File: src/rtl/cam_reg_init.sv
module cam_reg_init #(
  parameter int QDIV         = 312,
  parameter int GAP_CYC      = 125000,
  parameter int RST_WAIT_CYC = 12500000,
  parameter logic [7:0] DEV_ADDR = 8'h42
) (
  input  logic clk,
  input  logic rst_n,
  input  logic start,
  input  logic sda_in,
  output logic done,
  output logic err,
  output logic scl_lo,
  output logic sda_lo
);

  localparam int QW   = (QDIV > 1) ? $clog2(QDIV) : 1;
  localparam int WMAX = (RST_WAIT_CYC > GAP_CYC) ? RST_WAIT_CYC : GAP_CYC;
  localparam int WW   = $clog2(WMAX + 1);

  typedef enum logic [1:0] {S_IDLE, S_XFER, S_WAIT, S_FAIL} seq_t;
  typedef enum logic [1:0] {P_RST, P_TBL, P_TAIL} part_t;
  typedef enum logic [1:0] {T_START, T_BITS, T_STOP} tx_t;

  seq_t  state;
  part_t part;
  tx_t   tx;
  logic [2:0]    idx;
  logic [QW-1:0] tick;
  logic [1:0]    qtr;
  logic [1:0]    byte_k;
  logic [3:0]    bit_i;
  logic          nack;
  logic [WW-1:0] wcnt;
  logic          sda_m, sda_s;
  logic [15:0]   cur_pair;
  logic [7:0]    cur_byte;
  logic          tx_bit, scl_c, sda_c, qstep, is_end;

  function automatic logic [15:0] tbl_entry(input logic [2:0] i);
    case (i)
      3'd0:    return {8'h3A, 8'h04};
      3'd1:    return {8'h0C, 8'h04};
      3'd2:    return {8'hFF, 8'h00};
      3'd3:    return {8'h40, 8'hC0};
      3'd4:    return {8'h55, 8'hFF};
      3'd5:    return {8'h11, 8'h0C};
      default: return 16'hFFFF;
    endcase
  endfunction

  assign qstep  = (tick == QW'(QDIV - 1));
  assign is_end = (tbl_entry(idx) == 16'hFFFF);

  always_comb begin
    case (part)
      P_RST:   cur_pair = {8'h12, 8'h80};
      P_TBL:   cur_pair = tbl_entry(idx);
      default: cur_pair = {8'h15, 8'h20};
    endcase
    case (byte_k)
      2'd0:    cur_byte = DEV_ADDR;
      2'd1:    cur_byte = cur_pair[15:8];
      default: cur_byte = cur_pair[7:0];
    endcase
    tx_bit = (bit_i == 4'd8) ? 1'b1 : cur_byte[3'd7 - bit_i[2:0]];
  end

  always_comb begin
    scl_c = 1'b1;
    sda_c = 1'b1;
    if (state == S_XFER) begin
      case (tx)
        T_START: begin scl_c = (qtr != 2'd3); sda_c = (qtr < 2'd2); end
        T_BITS:  begin scl_c = (qtr == 2'd1) || (qtr == 2'd2); sda_c = tx_bit; end
        default: begin scl_c = (qtr != 2'd0); sda_c = (qtr >= 2'd2); end
      endcase
    end
  end

  always_ff @(posedge clk or negedge rst_n) begin
    if (!rst_n) begin
      state  <= S_IDLE;
      part   <= P_RST;
      tx     <= T_START;
      idx    <= '0;
      tick   <= '0;
      qtr    <= '0;
      byte_k <= '0;
      bit_i  <= '0;
      nack   <= 1'b0;
      wcnt   <= '0;
      done   <= 1'b0;
      err    <= 1'b0;
      scl_lo <= 1'b0;
      sda_lo <= 1'b0;
      sda_m  <= 1'b1;
      sda_s  <= 1'b1;
    end else begin
      sda_m  <= sda_in;
      sda_s  <= sda_m;
      scl_lo <= !scl_c;
      sda_lo <= !sda_c;
      done   <= 1'b0;
      case (state)
        S_IDLE, S_FAIL: if (start) begin
          state  <= S_XFER;
          part   <= P_RST;
          tx     <= T_START;
          idx    <= '0;
          tick   <= '0;
          qtr    <= '0;
          byte_k <= '0;
          bit_i  <= '0;
          nack   <= 1'b0;
          err    <= 1'b0;
        end
        S_XFER: if (qstep) begin
          tick <= '0;
          qtr  <= qtr + 2'd1;
          case (tx)
            T_START: if (qtr == 2'd3) tx <= T_BITS;
            T_BITS: begin
              if (bit_i == 4'd8 && qtr == 2'd2 && sda_s) nack <= 1'b1;
              if (qtr == 2'd3) begin
                if (bit_i == 4'd8) begin
                  bit_i <= '0;
                  if (nack || byte_k == 2'd2) tx <= T_STOP;
                  else byte_k <= byte_k + 2'd1;
                end else begin
                  bit_i <= bit_i + 4'd1;
                end
              end
            end
            default: if (qtr == 2'd3) begin
              tx     <= T_START;
              byte_k <= '0;
              bit_i  <= '0;
              if (nack) begin
                state <= S_FAIL;
                err   <= 1'b1;
              end else begin
                case (part)
                  P_RST: begin
                    part  <= P_TBL;
                    idx   <= '0;
                    wcnt  <= WW'(RST_WAIT_CYC - 1);
                    state <= S_WAIT;
                  end
                  P_TBL: begin
                    idx   <= idx + 3'd1;
                    wcnt  <= WW'(GAP_CYC - 1);
                    state <= S_WAIT;
                  end
                  default: begin
                    done  <= 1'b1;
                    state <= S_IDLE;
                  end
                endcase
              end
            end
          endcase
        end else begin
          tick <= tick + QW'(1);
        end
        S_WAIT: if (wcnt == '0) begin
          state <= S_XFER;
          tick  <= '0;
          qtr   <= '0;
          if (part == P_TBL && is_end) part <= P_TAIL;
        end else begin
          wcnt <= wcnt - WW'(1);
        end
        default: state <= S_IDLE;
      endcase
    end
  end

  AST_SDA_MOVES_ONLY_WITH_SCL_LOW: assert property (@(posedge clk) disable iff (!rst_n)
    (scl_c && $past(scl_c) && (sda_c != $past(sda_c))) |->
    (state == S_XFER && ((tx == T_START && !sda_c) || (tx == T_STOP && sda_c))));

  AST_BUS_FREE_OUTSIDE_XFER: assert property (@(posedge clk) disable iff (!rst_n)
    (state != S_XFER) |-> (!scl_lo && !sda_lo));

  AST_DONE_SINGLE_CYCLE: assert property (@(posedge clk) disable iff (!rst_n)
    done |=> !done);

  AST_DONE_EXCLUDES_ERR: assert property (@(posedge clk) disable iff (!rst_n)
    done |-> !err);

  AST_ERR_STICKY: assert property (@(posedge clk) disable iff (!rst_n)
    (err && !start) |=> err);

  AST_FAIL_HALTS_BUS: assert property (@(posedge clk) disable iff (!rst_n)
    (state == S_FAIL && !start) |=> (state == S_FAIL));

  AST_START_IGNORED_IN_WAIT: assert property (@(posedge clk) disable iff (!rst_n)
    (state == S_WAIT && start && wcnt != '0) |=> (state == S_WAIT && $stable(part) && $stable(idx)));

endmodule

File: config.mk
export PLATFORM = sky130hd
export DESIGN_NAME = cam_reg_init
export DESIGN_NICKNAME = d
export VERILOG_FILES = /design/src/rtl/cam_reg_init.sv
export SDC_FILE = /design/constraint.sdc
export NUM_CORES = 1
export LEC_CHECK = 0
export ABC_AREA = 1
export BUFFER_PORTS_ARGS = -buffer_cell sky130_fd_sc_hd__buf_2
export CORE_ASPECT_RATIO = 0.7
export CORE_MARGIN = 4
export CORE_UTILIZATION = 55
export DETAILED_ROUTE_END_ITERATION = 8
export PLACE_DENSITY = 0.8
export SLEW_MARGIN = 10
export SYNTH_ARGS = -nofsm -noshare
export SYNTH_HDL_FRONTEND = slang
export SYNTH_SLANG_ARGS = --single-unit
File: constraint.sdc
create_clock -name clk -period 2.2 [get_ports clk]
set_input_delay 0.44 -clock clk [delete_from_list [all_inputs] [get_ports clk]]
set_output_delay 0.44 -clock clk [all_outputs]
set_load 0.05 [all_outputs]
Word-level counts from Yosys, hierarchy flattened
Cells that the tools add are included.
{ "word_totals": {"output_inout_bits": 4, "mem_bits_rw": 0, "latchBits": 0, "mem_count": 0, "romBits": 0, "register_bits": 57} }
{ "classes": {"eq_ne": 36, "reduce_logical": 30, "n_lt_le_gt_ge": 3, "n_mux": 85, "bitwise": 0, "n_div": 0, "addsub": 7, "shifts": 0, "mul": 0} }
{ "op_table": {"columns": ["op", "n"], "rows": [
  ["24-bit 2-to-1 mux", 5],
  ["16-bit one-hot mux with 6 select lines", 1],
  ["24-bit one-hot mux with 2 select lines", 2],
  ["2-bit 2-to-1 mux", 27],
  ["16-bit one-hot mux with 2 select lines", 1],
  ["9-bit 2-to-1 mux", 3],
  ["9-bit one-hot mux with 3 select lines", 1],
  ["24-bit logical NOT", 1],
  ["24-bit by 1-bit subtractor with 24-bit output (second input constant)", 1],
  ["7-bit AND reduction", 3],
  ["4-bit 2-to-1 mux", 5],
  ["2-bit != test (second input constant)", 10],
  ["1-bit 2-to-1 mux", 18],
  ["2-bit one-hot mux with 3 select lines", 3],
  ["16-bit equality test (second input constant)", 1],
  ["2-bit one-hot mux with 2 select lines", 4],
  ["4-bit one-hot mux with 2 select lines", 2],
  ["8-bit one-hot mux with 2 select lines", 1],
  ["3-bit 2-to-1 mux", 5],
  ["5-bit AND reduction", 3],
  ["3-bit one-hot mux with 2 select lines", 2],
  ["6-bit AND reduction", 2],
  ["2-bit by 1-bit equality test with 1-bit output (second input constant)", 5],
  ["2-bit equality test (second input constant)", 5],
  ["other kinds (28)", 50]
]} }

Depth between registers and ports, before layout
{ "depth": {"depth_word": 10, "depth_mapped": 13, "depth_no_buf": 13} }

Least setup slack after synthesis
OpenSTA, ideal clock, no wires.
{ "synth_path": {"kind": "register -> register", "start": "reg wcnt[0]", "end": "reg wcnt[23]", "synth_period_minus_slack_ns": 1.858, "stages_incl_launch_ff": 14, "n_path_buf": 2, "setup_slack_ns": 0.342, "t_arrival_ns": 1.741, "t_required_ns": 2.083, "path_cell_list": "dfrtp_1 -> inv_1 -> ha_1 -> nand2_1 -> nor2_2 -> nand3_1 -> nand2_1 -> inv_1 -> nand2_2 -> nand2_2 -> buf_6 -> buf_6 -> nand2_1 -> nand2_1"} }
{ "synth_between": {"elab_chain_cells": 3, "word_cells_on_any_way": 6, "cone_classes": "add/sub: 1; eq/ne: 1; mux: 2; reduce/logical: 2"} }
{ "synth_lines": {"columns": ["element", "line_no", "rtl"], "rows": [
  ["from (decl)", "34", "logic [WW-1:0] wcnt;"],
  ["from (signal assigned)", "147", "wcnt <= WW'(RST_WAIT_CYC - 1);"],
  ["from (signal assigned)", "152", "wcnt <= WW'(GAP_CYC - 1);"],
  ["from (signal assigned)", "172", "wcnt <= wcnt - WW'(1);"],
  ["24-bit by 1-bit subtractor with 24-bit output / 24-bit logical NOT (equally long branches)", "172, 166", null],
  ["24-bit 2-to-1 mux / 2-bit != test (equally long branches)", null, null],
  ["24-bit one-hot mux with 2 select lines / 7-bit AND reduction (equally long branches)", null, null]
]} }
Parallel ways exist; a longest one is shown, timed or not. The select of a mux whose other input is x is not followed.
A chain may end at the register's enable or synchronous reset.

Final worst setup path
{ "layout_path": {"start": "reg wcnt[0]", "end": "reg state[1]"} }
{ "layout_between": {"elab_chain_cells": 3} }
{ "layout_lines": {"columns": ["element", "line_no", "rtl"], "rows": [
  ["24-bit logical NOT", "166", "S_WAIT: if (wcnt == '0) begin"],
  ["2-bit != test (no source line)", null, null],
  ["5-bit AND reduction (no source line)", null, null],
  ["to (signal assigned)", "157", "state <= S_IDLE;"],
  ["to (signal assigned)", "167", "state <= S_XFER;"],
  ["to (signal assigned)", "174", "default: state <= S_IDLE;"],
  ["to (decl)", "25", "seq_t state;"]
]} }
No other way between the ends.

==> impl_metrics.yaml <==
timing:
  finalCritPeriodShare_pct: 92.1
  setup_viol: 0
  worst_pin_slew_ns: 0.561
  drv_slew: 0
  fmax_mhz: 493
  final_hold_viol_count: 0
  worst_slack_ns: 0.173
  clock-skew-final_ns: 0.00996
  min_period_ns: 2.03
  relSlewSlack_pct: 62.6
  hold_ws_ns: 0.0690
floorplan:
  start_util_pct: 58.6
  coreArea_sq_um: 6460
  num_io_pins: 8
  dieArea_sq_um: 8290
  die_h_um: 77.4
  die_width_um: 107
  rows: 24
power:
  clkPwrFrac_pct: 27.1
  seq_power_share_pct: 31.6
  ir_worst_vdd_uv: 475
  p_sw_w: 0.00171
  combPwrFrac_pct: 41.3
  leakage_nw: 2.27
  p_sw_share_pct: 42.5
  p_int_w: 0.00231
  powerDensity_nw_per_um2: 941
grt:
  overflow: 0
  grt_start_max_net_pins: 30
  grt_pass1_vias: 3371
  antenna_found_initial: 0
  grt.total_usage_pct: 22.8
  grt_pass1_wl_mm: 15.3
detailed_routing:
  drc_errors: 0
  ant_nets: 0
  wl_per_cell_um: 13.4
  vias: 3578
  wl_mm: 8.92
  drt_iter0_markers: 284
  drtPass1Iterations: 6
  vias_per_cell: 5.40
yosys:
  synth_top_area_share_pct: 36.4
  yosysTopAreaCell: "dfrtp_1"
  synth_area_sq_um: 3780
  syn_nets: 566
  async_flop_share_pct: 100
  syn_inst: 545
  ys_ff_latch: 57
  synth.distinct_cells: 33
  synth-edff-count: 0
  synth_seq_area_share_pct: 37.8
  synth-main-ff-cell: "dfrtp_1"
  synthTopCellsByArea: "dfrtp_1 36%, nand2_1 14%, nand3_1 7.9%"
  yosys_warnings: 0
  avgSynthCellArea_sq_um: 6.94
final_layout:
  mostFrequentLayoutCells: "144 x nand2_1, 72 x nor2_1, 66 x inv_1"
  nets: 588
  fillers: 545
  drive_gt1_share_pct: 9.97
  multi_input_area_sq_um: 2090
  final_common_cell: "nand2_1"
  syn_to_final_growth_pct: 12.9
  seqCellArea_sq_um: 1430
  diodes: 0
cts:
  clock-sinks: 57
  hold_buffers: 0
  clk_pin_slew_ns: 0.07
  cts-htree-levels: 3
  clk_root_buffer_cell: "clkbuf_8"
  clkLatencyLatePin_ns: 0.35
  cts_tree: "yes"
  cts_buffers: 9
  clockBufferDepth: 2
setup_path:
  crit_path_start_kind: "flip-flop"
  max_stage_delay_ns: 0.38
  critPathKind: "reg2reg"
  crit_top_cell: "nand2_1"
  arrival_ns: 2.26
  critical_path_required_ns: 2.43
  cp_cell_sequence: "inv_1 > ha_1 > nand2_1 > nor2_2 > nand3_1 > nand2_1 > nand2_1 > inv_1 > nand2_1 > nand2_1 > o21ai_0"
  critPathSlowestCell: "dfrtp_1"
  path_max_fanout: 7
  cp-end-kind: "flip-flop"
placement:
  io_buffers: 7
  gp_congestion: 0.922
  dp_slack_ns: 0.0171
  dp_hpwl_mm: 6.48
status:
  status: "finished, final reports clean"
job:
  cap_violations: 0
worst_hold_path:
  hp-class: "in2async"
## worst max-delay path, delay by kind of cell, from the launching register on
| kind | cells | cell delay [ns] |
|---|---|---|
| buf+inv | 2 | 0.33 |
| flops | 1 | 0.38 |
| compound gates | 1 | 0.09 |
| simple gates | 7 | 0.89 |
| fa+ha+maj | 1 | 0.22 |
## power by group through the flow
| stage | Combinational (W) | Sequential, W | Clock [W] |
|---|---|---|---|
| floorplan | 0.00107 | 0.00132 | 0 |
| global placement | 0.00154 | 0.00128 | 0 |
| detailed placement | 0.00158 | 0.00129 | 0 |
| CTS | 0.00159 | 0.00127 | 0.00111 |
| global route | 0.00187 | 0.00129 | 0.00117 |
| finish | 0.00166 | 0.00127 | 0.00109 |
## cells in the mapped netlist (4+ instances only)
library cell	count
nand2_1	144
ha_1	17
o21ai_0	42
nor3_1	7
xor2_1	13
a21oi_1	14
xnor2_1	4
dfrtp_1	55
nand4_1	8
nand3_1	60
nor2_1	75
clkbuf_1	5
inv_1	66
## sequential cells by signal, indices dropped and copies added, names as in the netlist
name	count
idx	3
bit_i	4
qtr	2
part	2
scl_lo	1
sda_lo	1
state	2
byte_k	2
sda_s	1
tick	9
sda_m	1
err	1
nack	1
tx	2
wcnt	24
done	1
## per-stage QoR
step            TNS, ns  cells  total power, W  instance area [sq um]  util (%)
3_3_place_gp          0    646         0.00282                   3990      61.8
3_5_place_dp          0    646         0.00286                   3990      61.8
4_1_cts               0    662         0.00397                   4220      65.3
5_1_grt        -0.00246    663         0.00433                   4270      66.2
2_1_floorplan         0    545         0.00239                   3780         -
6_report              0    663         0.00402                   4270      66.2
## what timing repair did
item | in CTS | in global routing
setup endpoints to repair | 3 | 32
gates resized for setup | 1 | 13
buffers inserted | 0 | 1
pin swaps | 0 | 1
## logic make-up after synthesis
logic type	count (synthesis)	share of synthesized area, %
buf+inv	79	8.33
compound gates	65	9.22
xor+xnor	17	3.93
simple gates	310	35.1
flops	57	37.8
fa+ha+maj	17	5.62
## per-layer routing
| metal | up-vias | wire, um | GRT usage (%) |
|---|---|---|---|
| met4 | 0 | 136 | 7.54 |
| li1 | 1795 | - | - |
| met2 | 141 | 3910 | 34.7 |
| met3 | 20 | 614 | 5.31 |
| met5 | - | 0 | 0 |
| met1 | 1622 | 4260 | 32.2 |
## final cells by class
cell class,instances,share of cell area (%)
repair buffers,22,3.83
clock inverters,7,2.22
multi-input cells,409,49.0
well taps,91,2.66
flip-flops and latches,57,33.4
inverters,68,5.97
clock buffers,9,2.90
## worst paths after layout
kind,cells past startpoint,endpoint,startpoint,slack [ns]
worst min register to register,0,sda_s$_DFF_PN1_,sda_m$_DFF_PN1_,0.36
max in group asynchronous,2,idx[2]$_DFFE_PN0P_,rst_n,1.51
min in group clk,1,sda_m$_DFF_PN1_,sda_in,0.19
worst max-delay path,11,state[1]$_DFFE_PN0P_,wcnt[0]$_DFFE_PN0P_,0.17
worst min-delay path,1,bit_i[1]$_DFFE_PN0P_,rst_n,0.07
worst max register to register,11,state[1]$_DFFE_PN0P_,wcnt[0]$_DFFE_PN0P_,0.17
(Power assumes the default switching activity.)
